### config.mk
export PLATFORM = sky130hd
export DESIGN_NAME = i2c_result_target
export DESIGN_NICKNAME = d
export VERILOG_FILES = /design/src/rtl/i2c_result_target.sv
export SDC_FILE = /design/constraint.sdc
export NUM_CORES = 1
export LEC_CHECK = 0
export ABC_CLOCK_PERIOD_IN_PS = 4300
export BUFFER_PORTS_ARGS = -buffer_cell sky130_fd_sc_hd__buf_2
export CAP_MARGIN = 20
export CORE_UTILIZATION = 63
export DETAILED_ROUTE_END_ITERATION = 8
export PLACE_DENSITY = 0.84
export SETUP_SLACK_MARGIN = 0.15
export SLEW_MARGIN = 30
export SYNTH_ARGS = -nofsm -noshare
export SYNTH_HDL_FRONTEND = slang
export SYNTH_SLANG_ARGS = --single-unit
### constraint.sdc
create_clock -name clk -period 4.3 [get_ports clk]
set_input_delay 0 -clock clk [delete_from_list [all_inputs] [get_ports clk]]
set_output_delay 0 -clock clk [all_outputs]
set_load 0.03 [all_outputs]
### src/rtl/i2c_result_target.sv
module i2c_result_target #(
  parameter logic [6:0] DEV_ADDR = 7'b0010100,
  parameter int RAW_W = 18,
  parameter int RES_W = 16
) (
  input  logic                    clk,
  input  logic                    rst_n,
  input  logic                    scl_in,
  input  logic                    sda_in,
  input  logic signed [RAW_W-1:0] raw_result,
  input  logic                    raw_valid,
  output logic                    sda_pull
);
  localparam int BYTE_BITS = 8;
  localparam int CW = $clog2(BYTE_BITS + 1);
  localparam logic signed [RAW_W-1:0] MAX_RAW = RAW_W'((1 << RES_W) - 1);

  typedef enum logic [2:0] {S_IDLE, S_ADDR, S_AWAIT, S_ADRV, S_TX, S_MACK, S_MRDY} st_t;

  st_t            state;
  logic [2:0]     scl_p, sda_p;
  logic [CW-1:0]  cnt;
  logic [6:0]     rx;
  logic [RES_W-1:0] held, tx, clamped;

  wire scl_rise = scl_p[1] & ~scl_p[2];
  wire scl_fall = ~scl_p[1] & scl_p[2];
  wire bus_start = scl_p[1] & scl_p[2] & sda_p[2] & ~sda_p[1];
  wire bus_stop  = scl_p[1] & scl_p[2] & ~sda_p[2] & sda_p[1];

  assign clamped = raw_result[RAW_W-1] ? '0 :
                   (raw_result > MAX_RAW) ? '1 : raw_result[RES_W-1:0];

  always_ff @(posedge clk or negedge rst_n)
    if (!rst_n) begin
      scl_p <= '1;
      sda_p <= '1;
      held  <= '0;
    end else begin
      scl_p <= {scl_p[1:0], scl_in};
      sda_p <= {sda_p[1:0], sda_in};
      if (raw_valid) held <= clamped;
    end

  always_ff @(posedge clk or negedge rst_n)
    if (!rst_n) begin
      state    <= S_IDLE;
      cnt      <= '0;
      rx       <= '0;
      tx       <= '0;
      sda_pull <= 1'b0;
    end else if (bus_start) begin
      state    <= S_ADDR;
      cnt      <= '0;
      sda_pull <= 1'b0;
    end else if (bus_stop) begin
      state    <= S_IDLE;
      sda_pull <= 1'b0;
    end else begin
      unique case (state)
        S_IDLE: ;
        S_ADDR:
          if (scl_rise) begin
            if (cnt == CW'(BYTE_BITS - 1)) begin
              if (rx == DEV_ADDR && sda_p[1]) begin
                state <= S_AWAIT;
                tx    <= held;
              end else state <= S_IDLE;
            end else begin
              rx  <= {rx[5:0], sda_p[1]};
              cnt <= cnt + 1'b1;
            end
          end
        S_AWAIT:
          if (scl_fall) begin
            sda_pull <= 1'b1;
            state    <= S_ADRV;
          end
        S_ADRV, S_MRDY:
          if (scl_fall) begin
            sda_pull <= ~tx[RES_W-1];
            cnt      <= '0;
            state    <= S_TX;
          end
        S_TX: begin
          if (scl_rise) cnt <= cnt + 1'b1;
          if (scl_fall) begin
            tx <= {tx[RES_W-2:0], tx[RES_W-1]};
            if (cnt == CW'(BYTE_BITS)) begin
              sda_pull <= 1'b0;
              state    <= S_MACK;
            end else sda_pull <= ~tx[RES_W-2];
          end
        end
        S_MACK:
          if (scl_rise) state <= sda_p[1] ? S_IDLE : S_MRDY;
        default: state <= S_IDLE;
      endcase
    end

  AST_PULL_WHILE_LOW: assert property (@(posedge clk) disable iff (!rst_n)
    $rose(sda_pull) |-> !scl_p[1]);
  AST_IDLE_RELEASED: assert property (@(posedge clk) disable iff (!rst_n)
    state == S_IDLE |-> !sda_pull);
  AST_CLAMP_LOW: assert property (@(posedge clk) disable iff (!rst_n)
    raw_valid && raw_result[RAW_W-1] |=> held == '0);
  AST_CLAMP_HIGH: assert property (@(posedge clk) disable iff (!rst_n)
    raw_valid && !raw_result[RAW_W-1] && raw_result > MAX_RAW |=> held == '1);
  AST_SNAP_HOLD: assert property (@(posedge clk) disable iff (!rst_n)
    state inside {S_TX, S_MACK, S_MRDY} && $past(state) inside {S_TX, S_MACK, S_MRDY}
      && !$past(scl_fall) |-> $stable(tx));
  AST_CNT_RANGE: assert property (@(posedge clk) disable iff (!rst_n)
    cnt <= CW'(BYTE_BITS));
endmodule

==> flow_metrics.py <==
metrics = {
    "clock_network": {
        "cts-root-buf": "clkbuf_8",
        "cts_made_buffers": 5,
        "cts.path.max_buffers": 2,
        "htreeDepth": 2,
        "cts_tree": "built",
        "cts.sinks": 53,
        "insertion_delay_ns": 0.30,
        "cts_resized": 0,
        "clkTransAtPathRegs_ns": 0.09,
    },
    "grt": {
        "overflow": 0,
        "grt_max_degree": 54,
        "grt_first_pass_wirelength_um": 7734,
        "grt_pass1_vias": 1658,
        "met2_usage_pct": 34.90,
        "track_usage_pct": 22.74,
        "met3_usage_pct": 5.068,
        "antenna_found_initial": 0,
        "busiest_layer": "met2",
        "grt_use_met1_pct": 32.20,
    },
    "timing": {
        "tns_ns": 0,
        "fin_worst_skew_ns": 0.004423,
        "min_period_over_period_pct": 48.00,
        "clock.fmax_mhz": 484.5,
        "tightest_slew_ns": 0.6563,
        "rsz0062_at_grt": "no",
        "hold_viol_final": 0,
        "slew_viol_final": 0,
        "period_minus_slack_ns": 2.064,
        "slew_headroom_pct": 56.25,
        "finalSetupViolCount": 0,
    },
    "floorplanning": {
        "dieArea_sq_um": 4562,
        "core_area_sq_um": 4058,
        "rows": 23,
        "io_pins": 24,
        "initial_core_util_pct": 66.70,
        "die_w_um": 67.54,
        "die_h_um": 67.54,
    },
    "pwr": {
        "leakage_nw": 1.244,
        "peakVddDrop_v": 0.0003135,
        "p_per_area_nw_per_um2": 511.0,
        "p_total_mw": 1.504,
    },
    "synth": {
        "synth_cells": 244,
        "synth.avg_cell_area_sq_um": 11.09,
        "ys_warn_count": 0,
        "ys_seq_area_share_pct": 49.28,
        "ys_ff_latch": 53,
        "ys_types": 45,
        "syn_area_sq_um": 2706,
        "syn-num-nets": 269,
    },
    "routing": {
        "drtIter0Drc": 185,
        "drt_first_pass_iters": 4,
        "routed_wl_um": 4466,
        "postRouteAntennaNets": 0,
        "drt-vias-per-instance": 5.513,
        "post_drt_wl_per_cell_um": 14.13,
        "drcViolationCount": 0,
        "vias": 1742,
    },
    "layout": {
        "multi_input_area_sq_um": 1270,
        "drive_gt1_share_pct": 33.08,
        "fillers": 288,
        "ff_latch_area_sq_um": 1334,
        "nets": 290,
        "diodes": 0,
        "final_common_cell": "nor2_1",
        "final_util_pct": 72.53,
        "area_growth_pct": 8.738,
        "most-common-layout-cells": "nor2_1 (48), dfrtp_1 (47), mux2_2 (24)",
    },
    "worst_hold_path": {
        "hold_class": "in -> reg",
    },
    "placed_design": {
        "gp_congestion": 0.7645,
        "io_buffers": 23,
        "hpwlAfterDp_um": 3039,
    },
    "worst_setup_path": {
        "cp_max_fo": 17,
        "crit_type": "reg -> reg",
        "critPathCaptureType": "flip-flop",
        "worstPathRequired_ns": 4.52,
        "startpoint_type": "flip-flop",
        "arrival_ns": 2.29,
    },
    "run": {
        "maxCapViolations": 0,
    },
    "outcome": {
        "status": "finished clean",
    },
}
critical path: stages, from the launching register on:
cell and delay, ns:
dfrtp_1 0.71, nor3b_2 0.09, buf_4 0.24, o21ai_0 0.16
nand3b_1 0.24, or3_1 0.36, a21oi_1 0.17
area by class of cell:
type / instances / share of cell area (%)
clock buffers: 7 / 2.934
inverters: 4 / 0.5102
well taps: 50 / 2.126
multi-input cells: 172 / 43.15
flip-flops and latches: 53 / 45.32
clock inverters: 1 / 0.2551
repair buffers: 29 / 5.697
sequential cells by signal, indices dropped and copies added, names as in the netlist:
name      cells
sda_p         3
state         3
cnt           4
sda_pull      1
tx           16
scl_p         3
held         16
rx            7
path summary, 6_finish.rpt:
check | endpoint | slack (ns) | cells after the start | startpoint
max in group asynchronous | tx[0] | 3.53 | 3 | rst_n
hold reg to reg | sda_p[1] | 0.36 | 0 | sda_p[0]
setup / recovery | state[2] | 2.24 | 6 | state[1]
hold / removal | held[12] | 0.03 | 4 | raw_result[12]
min in group asynchronous | cnt[1] | 0.33 | 3 | rst_n
setup reg to reg | state[2] | 2.24 | 6 | state[1]
synthesized netlist by cell type (all sizes together):
library cell	count	area share, %
and3	1	0.23
a21oi	21	5.8
nor2	52	7.6
nand3	1	0.37
dfstp	6	5.8
a211oi	1	0.28
nand3b	3	0.83
or3	3	0.88
clkbuf	5	0.69
xnor2	2	0.92
nor3	3	0.55
dfrtp	47	43
o2111ai	1	0.32
o41ai	1	0.32
o22ai	4	0.92
buf	10	2.7
o21a	1	0.28
o21ai	10	1.8
a41oi	1	0.32
a21boi	1	0.28
nor4	1	0.23
nor4bb	1	0.37
nand4	1	0.23
nand2b	3	0.69
nor3b	2	0.55
nor2b	1	0.23
nand2	5	0.69
nand4bb	2	0.83
maj3	1	0.37
nor4b	1	0.88
mux2i	19	7.0
and4bb	2	0.92
ha	2	0.92
a2111oi	1	1.0
inv	4	0.55
mux2	24	10
logic make-up after synthesis:
group / synth area share, %
XOR/XNOR: 0.9249
AO/OA/AOI/OAI: 11.42
buffers and inverters: 3.976
adder cells (fa/ha/maj): 1.294
multiplexers: 17.01
flip-flops: 49.28
AND/OR/NAND/NOR: 16.09
timing repair:
| action | CTS | global route |
|---|---|---|
| hold buffers | 3 | 0 |
| endpoints found under the hold margin | 49 | 0 |
| endpoints found under the setup margin | 0 | 0 |
| buffers inserted | 0 | 0 |
metal layers:
metal  wire, um  vias to the layer above
met1       2207                      813
met3        135                        5
met4         52                        0
met5          0                        -
met2       2071                       33
li1           -                      891
report_power, final:
group / internal [mW] / total, mW / switching (mW)
combinational: 0.233 / 0.464 / 0.231
clock: 0.131 / 0.291 / 0.160
sequential: 0.611 / 0.749 / 0.138
through the flow:
step	cell area, sq um	hold slack, ns	instances	worst slack (ns)
after floorplan	2706	-0.2956	244	2.431
after global placement	2819	0.1051	305	2.316
after detailed placement	2819	0.1084	305	2.270
after CTS	2943	0.02942	316	2.255
after global routing	2943	0.04242	316	2.090
final	2943	0.03351	316	2.236
Note: power is estimated with default switching activity, not from simulation.
